$ cat src/rtl/nic_csr_pkg.sv
package nic_csr_pkg;
  localparam int SEL_W     = 4;
  localparam int WORD_W    = 16;
  localparam int N_EVENTS  = 7;

  localparam logic [SEL_W-1:0] REG_CMD     = 4'd0;
  localparam logic [SEL_W-1:0] REG_IADR_LO = 4'd1;
  localparam logic [SEL_W-1:0] REG_IADR_HI = 4'd2;
  localparam logic [SEL_W-1:0] REG_BUSCFG  = 4'd3;
  localparam int               REG_FILT0   = 8;
  localparam logic [SEL_W-1:0] REG_MODE    = 4'd15;

  localparam int B_INIT  = 0;
  localparam int B_START = 1;
  localparam int B_STOP  = 2;
  localparam int B_TDMD  = 3;
  localparam int B_IE    = 6;
  localparam int B_FLAG0 = 8;

  typedef logic [WORD_W-1:0] word_t;
endpackage

$ cat src/rtl/nic_csr_cmd.sv
module nic_csr_cmd
  import nic_csr_pkg::*;
(
  input  logic                clk,
  input  logic                rst_n,
  input  logic                wr_cmd,
  input  word_t               wdata,
  input  logic [N_EVENTS-1:0] ev,
  output word_t               stat_word,
  output logic [N_EVENTS-1:0] flags,
  output logic                init_q,
  output logic                stop_q,
  output logic                run_q,
  output logic                tdmd_q,
  output logic                irq
);
  logic                init_d, start_d, start_q, stop_d, ie_d, ie_q, run_d, tdmd_d;
  logic [N_EVENTS-1:0] flag_d, flag_q;
  logic                err_sum, int_sum;
  logic                unused_wbits;

  assign unused_wbits = ^{wdata[15], wdata[7], wdata[5:4]};

  always_comb begin
    init_d  = init_q;
    start_d = start_q;
    stop_d  = stop_q;
    ie_d    = ie_q;
    run_d   = run_q;
    tdmd_d  = 1'b0;
    flag_d  = flag_q | ev;
    if (wr_cmd) begin
      flag_d = (flag_q & ~wdata[B_FLAG0 +: N_EVENTS]) | ev;
      if (wdata[B_STOP]) begin
        stop_d  = 1'b1;
        init_d  = 1'b0;
        start_d = 1'b0;
        ie_d    = 1'b0;
        run_d   = 1'b0;
      end else begin
        ie_d   = wdata[B_IE];
        tdmd_d = wdata[B_TDMD];
        if (wdata[B_INIT]) begin
          init_d = 1'b1;
          stop_d = 1'b0;
        end
        if (wdata[B_START]) begin
          start_d = 1'b1;
          run_d   = 1'b1;
          stop_d  = 1'b0;
        end
      end
    end
  end

  always_ff @(posedge clk or negedge rst_n) begin
    if (!rst_n) begin
      init_q  <= 1'b0;
      start_q <= 1'b0;
      stop_q  <= 1'b1;
      ie_q    <= 1'b0;
      run_q   <= 1'b0;
      tdmd_q  <= 1'b0;
      flag_q  <= '0;
    end else begin
      init_q  <= init_d;
      start_q <= start_d;
      stop_q  <= stop_d;
      ie_q    <= ie_d;
      run_q   <= run_d;
      tdmd_q  <= tdmd_d;
      flag_q  <= flag_d;
    end
  end

  assign err_sum   = |flag_q[N_EVENTS-1:3];
  assign int_sum   = |flag_q;
  assign stat_word = {err_sum, flag_q, int_sum, ie_q, run_q, run_q, 1'b0, stop_q, start_q, init_q};
  assign flags     = flag_q;
  assign irq       = int_sum & ie_q;
endmodule

$ cat src/rtl/nic_csr_cfg.sv
module nic_csr_cfg
  import nic_csr_pkg::*;
#(
  parameter int ADDR_HI_W = 8,
  parameter int N_FILT    = 4,
  parameter int CFG_W     = 3
) (
  input  logic                     clk,
  input  logic                     rst_n,
  input  logic                     wr_en,
  input  logic [SEL_W-1:0]         sel,
  input  word_t                    wdata,
  output word_t                    rd_word,
  output logic [WORD_W+ADDR_HI_W-1:0] init_addr,
  output logic [CFG_W-1:0]         bus_cfg,
  output logic [WORD_W*N_FILT-1:0] filt,
  output word_t                    mode_q
);
  word_t                 lo_q;
  logic [ADDR_HI_W-1:0]  hi_q;
  logic [CFG_W-1:0]      cfg_q;
  word_t                 filt_q [N_FILT];

  always_ff @(posedge clk or negedge rst_n) begin
    if (!rst_n) begin
      lo_q   <= '0;
      hi_q   <= '0;
      cfg_q  <= '0;
      mode_q <= '0;
    end else begin
      if (wr_en && sel == REG_IADR_LO) lo_q   <= wdata;
      if (wr_en && sel == REG_IADR_HI) hi_q   <= wdata[ADDR_HI_W-1:0];
      if (wr_en && sel == REG_BUSCFG)  cfg_q  <= wdata[CFG_W-1:0];
      if (wr_en && sel == REG_MODE)    mode_q <= wdata;
    end
  end

  for (genvar g = 0; g < N_FILT; g++) begin : g_filt
    localparam logic [SEL_W-1:0] MY_SEL = SEL_W'(REG_FILT0 + g);
    always_ff @(posedge clk or negedge rst_n) begin
      if (!rst_n)                     filt_q[g] <= '0;
      else if (wr_en && sel == MY_SEL) filt_q[g] <= wdata;
    end
    assign filt[g*WORD_W +: WORD_W] = filt_q[g];
  end

  always_comb begin
    rd_word = '0;
    if (sel == REG_IADR_LO) rd_word = lo_q;
    if (sel == REG_IADR_HI) rd_word = WORD_W'(hi_q);
    if (sel == REG_BUSCFG)  rd_word = WORD_W'(cfg_q);
    if (sel == REG_MODE)    rd_word = mode_q;
    for (int g = 0; g < N_FILT; g++)
      if (sel == SEL_W'(REG_FILT0 + g)) rd_word = filt_q[g];
  end

  assign init_addr = {hi_q, lo_q};
  assign bus_cfg   = cfg_q;
endmodule

$ cat src/rtl/nic_csr_file.sv
module nic_csr_file
  import nic_csr_pkg::*;
#(
  parameter int ADDR_HI_W = 8,
  parameter int N_FILT    = 4,
  parameter int CFG_W     = 3
) (
  input  logic                        clk,
  input  logic                        rst_n,
  input  logic                        bus_wr,
  input  logic                        bus_port,
  input  logic [15:0]                 bus_wdata,
  output logic [15:0]                 bus_rdata,
  input  logic                        ev_init_done,
  input  logic                        ev_tx_int,
  input  logic                        ev_rx_int,
  input  logic                        ev_mem_err,
  input  logic                        ev_missed,
  input  logic                        ev_coll_err,
  input  logic                        ev_babble,
  output logic                        irq,
  output logic                        tx_demand,
  output logic                        tx_on,
  output logic                        rx_on,
  output logic                        init_req,
  output logic                        stopped,
  output logic [16+ADDR_HI_W-1:0]     init_addr,
  output logic [CFG_W-1:0]            bus_cfg,
  output logic [16*N_FILT-1:0]        mcast_filter,
  output logic                        promisc,
  output logic [15:0]                 mode_word
);
  logic [1:0]          rst_sync_q;
  logic                rst_int_n;
  logic [SEL_W-1:0]    sel_q;
  logic                sel_en;
  logic                wr_cmd, wr_cfg;
  logic [N_EVENTS-1:0] ev_vec, flag_w;
  word_t               stat_word, cfg_word;
  logic                run_w;

  // asynchronous assertion, synchronous release
  always_ff @(posedge clk or negedge rst_n) begin
    if (!rst_n) rst_sync_q <= 2'b00;
    else        rst_sync_q <= {rst_sync_q[0], 1'b1};
  end
  assign rst_int_n = rst_sync_q[1];

  assign sel_en = bus_wr & bus_port;
  always_ff @(posedge clk or negedge rst_int_n) begin
    if (!rst_int_n)  sel_q <= '0;
    else if (sel_en) sel_q <= bus_wdata[SEL_W-1:0];
  end

  assign ev_vec = {ev_babble, ev_coll_err, ev_missed, ev_mem_err, ev_rx_int, ev_tx_int, ev_init_done};
  assign wr_cmd = bus_wr & ~bus_port & (sel_q == REG_CMD);
  assign wr_cfg = bus_wr & ~bus_port & stopped & (sel_q != REG_CMD);

  nic_csr_cmd u_cmd (
    .clk       (clk),
    .rst_n     (rst_int_n),
    .wr_cmd    (wr_cmd),
    .wdata     (bus_wdata),
    .ev        (ev_vec),
    .stat_word (stat_word),
    .flags     (flag_w),
    .init_q    (init_req),
    .stop_q    (stopped),
    .run_q     (run_w),
    .tdmd_q    (tx_demand),
    .irq       (irq)
  );

  nic_csr_cfg #(
    .ADDR_HI_W (ADDR_HI_W),
    .N_FILT    (N_FILT),
    .CFG_W     (CFG_W)
  ) u_cfg (
    .clk       (clk),
    .rst_n     (rst_int_n),
    .wr_en     (wr_cfg),
    .sel       (sel_q),
    .wdata     (bus_wdata),
    .rd_word   (cfg_word),
    .init_addr (init_addr),
    .bus_cfg   (bus_cfg),
    .filt      (mcast_filter),
    .mode_q    (mode_word)
  );

  assign tx_on     = run_w;
  assign rx_on     = run_w;
  assign promisc   = mode_word[15];
  assign bus_rdata = bus_port ? {{(16-SEL_W){1'b0}}, sel_q}
                              : ((sel_q == REG_CMD) ? stat_word : cfg_word);
endmodule

$ cat config.mk
export PLATFORM = sky130hd
export DESIGN_NAME = nic_csr_file
export DESIGN_NICKNAME = d
export VERILOG_FILES = /design/src/rtl/nic_csr_pkg.sv /design/src/rtl/nic_csr_cmd.sv /design/src/rtl/nic_csr_cfg.sv /design/src/rtl/nic_csr_file.sv
export SDC_FILE = /design/constraint.sdc
export NUM_CORES = 1
export LEC_CHECK = 0
export ABC_AREA = 1
export BUFFER_PORTS_ARGS = -buffer_cell sky130_fd_sc_hd__buf_2
export CAP_MARGIN = 0
export CORE_ASPECT_RATIO = 1.1
export CORE_MARGIN = 5
export CORE_UTILIZATION = 50
export DETAILED_ROUTE_END_ITERATION = 8
export PLACE_DENSITY = 0.82
export SLEW_MARGIN = 40
export SYNTH_ARGS = -nofsm -noshare
export SYNTH_HDL_FRONTEND = slang
export SYNTH_SLANG_ARGS = --single-unit
$ cat constraint.sdc
create_clock -name clk -period 4.72 [get_ports clk]
set_input_delay 0.944 -clock clk [delete_from_list [all_inputs] [get_ports clk]]
set_output_delay 0.944 -clock clk [all_outputs]
set_load 0.01 [all_outputs]
# Yosys cells after proc, flatten, opt, wreduce, memory -nomap -nowiden
# Cells that the tools add are included.
classes:
  eq_ne: 8
  n_reduce_logical: 18
  bitwise_logic: 11
  mux: 21
op_table:
  columns: ["cell", "n"]
  rows:
  - ["$mux W16", 10]
  - ["$eq A4 B4 Y1 const B", 5]
  - ["$or A7 B7 Y7", 2]
  - ["$mux W1", 10]
  - ["$eq A4 B2 Y1 const B", 2]
  - ["$logic_and A1 B1 Y1", 8]
  - ["$and A7 B7 Y7", 1]
  - ["$mux W7", 1]
  - ["$not A7 Y7", 1]
  - ["$reduce_or A7 Y1", 1]
  - ["$and A1 B1 Y1", 6]
  - ["$reduce_and A2 Y1", 3]
  - ["$eq A4 B1 Y1 const B", 1]
  - ["$logic_not A4 Y1", 1]
  - ["$reduce_bool A2 Y1", 2]
  - ["$reduce_bool A4 Y1", 1]
  - ["$reduce_or A4 Y1", 1]
  - ["$reduce_bool A3 Y1", 1]
  - ["$not A1 Y1", 1]
word_totals:
  output_inout_bits: 130
  register_bits: 125

# Depth between registers and ports, before layout
logic_depth:
  depth_word: 11
  mapped_depth: 11
  depth_no_buf: 10

# Hierarchy
# Synthesis repeated with hierarchy kept, for this count alone.
unflattened:
  hier_cells: 709
  hier_area_um2: 5947.0
modules_own_cells:
  columns: ["mod", "area_each_um2", "cells_each", "instances"]
  rows:
  - ["nic_csr_cfg", 4722.0, 541, 1]
  - ["nic_csr_cmd", 619.3, 69, 1]
  - ["nic_csr_file", 605.6, 99, 1]

# Least setup slack after synthesis
# No wires, ideal clock.
synth_path:
  path_type: "input-to-output"
  startpoint: "input bus_port"
  endpoint: "output bus_rdata[0]"
  setup_slack_ns: 2.285
  path_stages: 4
  required_ns: 3.776
  path_buffers: 0
  arrival_ns: 1.491
  path_cell_list: "inv_1 -> nand2_1 -> o21ai_0 -> a21oi_1"
synth_via:
  elab_chain_cells: 1
synth_rtl:
  columns: ["element", "line", "rtl"]
  rows:
  - ["start, declared", "nic_csr_file.sv:11", "input logic bus_port,"]
  - ["$mux W16", "nic_csr_file.sv:94", "assign bus_rdata = bus_port ? {{(16-SEL_W){1'b0}}, sel_q}"]
  - ["end, declared", "nic_csr_file.sv:13", "output logic [15:0] bus_rdata,"]
# No other way between the ends.

# Worst setup path in the final report
layout_path:
  startpoint: "register sel_q[3]"
  endpoint: "output bus_rdata[2]"
layout_via:
  elab_chain_cells: 11
  elab_cells_between_ends: 19
  cone_classes: "8 x eq/ne; 10 x mux; 1 x reduce/logical"
layout_rtl:
  columns: ["element", "line", "rtl"]
  rows:
  - ["start, declared", "nic_csr_file.sv:35", "logic [SEL_W-1:0] sel_q;"]
  - ["start signal, assigned", "nic_csr_file.sv:52", "else if (sel_en) sel_q <= bus_wdata[SEL_W-1:0];"]
  - ["$eq A4 B1 Y1", "nic_csr_cfg.sv:49", "if (sel == REG_IADR_LO) rd_word = lo_q;"]
  - ["$mux W16", "nic_csr_cfg.sv:49", null]
  - ["$mux W16", "nic_csr_cfg.sv:50", "if (sel == REG_IADR_HI) rd_word = WORD_W'(hi_q);"]
  - ["$mux W16", "nic_csr_cfg.sv:51", "if (sel == REG_BUSCFG) rd_word = WORD_W'(cfg_q);"]
  - ["$mux W16", "nic_csr_cfg.sv:52", "if (sel == REG_MODE) rd_word = mode_q;"]
  - ["$mux W16 (4 in series)", "nic_csr_cfg.sv:54", "if (sel == SEL_W'(REG_FILT0 + g)) rd_word = filt_q[g];"]
  - ["$mux W16 (*)", "nic_csr_file.sv:95", ": ((sel_q == REG_CMD) ? stat_word : cfg_word);"]
  - ["$mux W16 (*)", "nic_csr_file.sv:94", null]
# Mark *: on every way between the ends. The rest lies on a longest branch, timed or not.

==> flow_metrics.tcl <==
set metrics [dict create \
    grt_max_degree 49 \
    synth.area.mux_share 0.0662 \
    ant_nets 0 \
    ys_types 35 \
    power_leakage_nw 3.90 \
    final-setup-viol-count 0 \
    grt_setup_unrepaired "false" \
    critical_path_arrival_ns 2.70 \
    clk_pin_slew_worst_paths_ns 0.06 \
    start_kind "flop" \
    synth_top_area_share 0.521 \
    grt_overflow_total 0 \
    root_buffer "clkbuf_16" \
    htree_levels 4 \
    cts_sinks 125 \
    synth.cell_area_sq_um 5950 \
    die_width_um 114 \
    std_cell_rows 41 \
    routed_wl_um 18100 \
    synthAdderAreaFrac 0 \
    postSynthAreaPerCell_sq_um 8.82 \
    path_class "reg2out" \
    fmax_mhz 275 \
    fin_ws_ns 1.08 \
    drtPass1Iterations 8 \
    hold_path_class "in2async" \
    synth-seq-cells 125 \
    max_cap_violations 0 \
    grt_pass1_wl_um 28400 \
    worstPathMaxFanout 17 \
    netlist_instances 675 \
    core_area_sq_um 11600 \
    tritoncts "yes" \
    drc_errors 0 \
    wl_per_cell_um 18.3 \
    yosysWarnings 0 \
    worst_path_most_repeated_cell "nand2_1" \
    critPathRequiredTime_ns 3.78 \
    slew_headroom 0.492 \
    cp_cell_sequence "inv_1 > nor2_1 > nand2_1 > clkinv_1 > nor2_1 > nand3_1 > nand2_1 > nand3b_1 > nand2_1 > nand2_1 > buf_2" \
    cts_setup_buffers 0 \
    cts-buffers-inserted 17 \
    fin_setup_tns_ns 0 \
    slowest_stage "clkinv_1" \
    synth-simple-area-share 0.190 \
    critPathCaptureType "output pin" \
    fin_crit_sh 0.772 \
    io_buffer_count 156 \
    viasPerCell 5.46 \
    dpl.hpwl_um 12500 \
    clk_latency_ns 0.42 \
    ys_top_cells_by_count "nand2_1 (165), dfrtp_1 (124), inv_1 (93), o21ai_0 (80), nor2_1 (36)" \
    yosys.area.top_type "dfrtp_1" \
    max_stage_delay_ns 0.54 \
    synth_top_family_by_area "simple AND/OR/NAND/NOR gates" \
    cpLargestDelayFamily "simple AND/OR/NAND/NOR gates" \
    clock_skew_ns 0.00707 \
    dieArea_sq_um 14200 \
    power.density_nw_per_um2 543 \
    ys_seq_area_frac 0.526 \
    io-pin-count 157 \
    hold_buffers 0 \
    crit_buf_inv 3 \
    syn2layout_area_growth_pct 25.2 \
    drv_slew 0 \
    vias 5410 \
    grt_antenna_before_repair 0 \
    globalplace.congestion 0.908 \
    clock_path_buffers 2 \
    place_ws_ns 1.58 \
    peakVddDrop_mv 0.264 \
    grt.total_usage 0.258 \
    die_height_um 124 \
    synth_flop_cell "dfrtp_1" \
    grt_pass1_vias 5407 \
    synth_compound_area_frac 0.126 \
    timing_hold_violations_final 0 \
    drive_gt1_frac 0.277 \
    min_period_ns 3.64 \
    synth_edf_count 0 \
    synthTopCellsByArea "dfrtp_1 (52%), nand2_1 (10%), o21ai_0 (6.7%)" \
    worstMarginPinSlew_ns 0.758 \
    synthXorXnorAreaFrac 0 \
    async_flop_share 1.00 \
    drt-initial-drc-count 437 \
    cts_resized 0 \
    syn_nets 702 \
    start_util 0.514 \
    fin_nets 854 \
    status "complete, no violations" \
    yosysMostFrequentCell "nand2_1" \
]
## final cells by class
cell class	count	area (sq um)
Antenna cell	1	2.50
Clock buffer	18	439
Clock inverter	14	218
Fill cell	1024	4140
Inverter	98	368
Multi-Input combinational cell	425	2290
Sequential cell	125	3130
Tap cell	150	188
Timing Repair Buffer	160	811
## through the flow
step	instances	utilization	instance area [sq um]	power (mW)	hold WS, ns
global placement	958	0.585	6790	2.58	0.339
CTS	990	0.643	7450	4.06	0.287
floorplan	675	-	5950	2.11	0.331
detailed placement	958	0.586	6790	2.61	0.347
global route	990	0.643	7450	4.24	0.289
finish	991	0.643	7450	4.05	0.297
## worst reg2reg max path: cells and delay by family (launching register included)
family | cells | cell delay [ns]
flops | 1 | 0.61
mux | 1 | 0.42
simple gates | 4 | 1.49
## worst paths after layout
check                                        startpoint                          end  slack (ns)  depth (start not counted)
worst max-delay path               sel_q[3]$_DFFE_PN0P_                 bus_rdata[2]        1.08                         11
worst min-delay path                              rst_n      rst_sync_q[1]$_DFF_PN0_        0.30                          1
worst max register to register     sel_q[2]$_DFFE_PN0P_    u_cfg.filt[8]$_DFFE_PN0P_        2.08                          5
worst min register to register  rst_sync_q[1]$_DFF_PN0_   u_cfg.filt[45]$_DFFE_PN0P_        0.35                          0
max in group asynchronous       rst_sync_q[1]$_DFF_PN0_  u_cfg.mode_q[3]$_DFFE_PN0P_        3.31                          1
min in group clk                rst_sync_q[0]$_DFF_PN0_      rst_sync_q[1]$_DFF_PN0_        0.36                          0
## report_power, final
part	internal, mW	switching (mW)
Sequential	1.36	0.237
Clock	0.949	0.494
Combinational	0.414	0.589
## sequential cells by signal, summed over array words and instances, names as in the netlist
register       flops
sel_q              4
u_cmd.run_q        1
u_cmd.ie_q         1
u_cmd.flags        7
u_cmd.stop_q       1
u_cfg.lo_q        16
rst_sync_q         2
u_cmd.init_q       1
u_cmd.tdmd_q       1
u_cfg.bus_cfg      3
u_cfg.mode_q      16
u_cfg.hi_q         8
u_cfg.filt        64
## layer usage
metal | global-route usage | share of wire | up-vias
li1 | - | - | 2469
met1 | 0.338 | 0.40 | 2583
met2 | 0.411 | 0.48 | 298
met3 | 0.0593 | 0.083 | 60
met4 | 0.109 | 0.034 | 0
met5 | 0 | 0 | -
## kinds of logic (layout without fill, tap and decap cells)
logic type,after synthesis,after routing
buffers and inverters,125,290
muxes,35,35
DFF,125,125
and+or+nand+nor,253,253
other,1,2
AOI/OAI and AO/OA,136,136
## cell usage in the layout, fill, tap and decap left out, types with 3 or more instances in the layout
cell	n
nor2_1	34
buf_4	4
inv_2	3
o21a_1	23
mux2_1	20
dfrtp_1	123
buf_2	156
mux2_2	15
bufinv_16	5
nor2_4	5
nor2_2	3
inv_1	93
nand3_1	15
nand2_1	165
o22ai_1	8
or2_2	6
a21oi_1	21
clkinvlp_4	6
clkbuf_16	17
o21ai_0	80
nand4_1	14
Power figures use the tool's default switching activity.
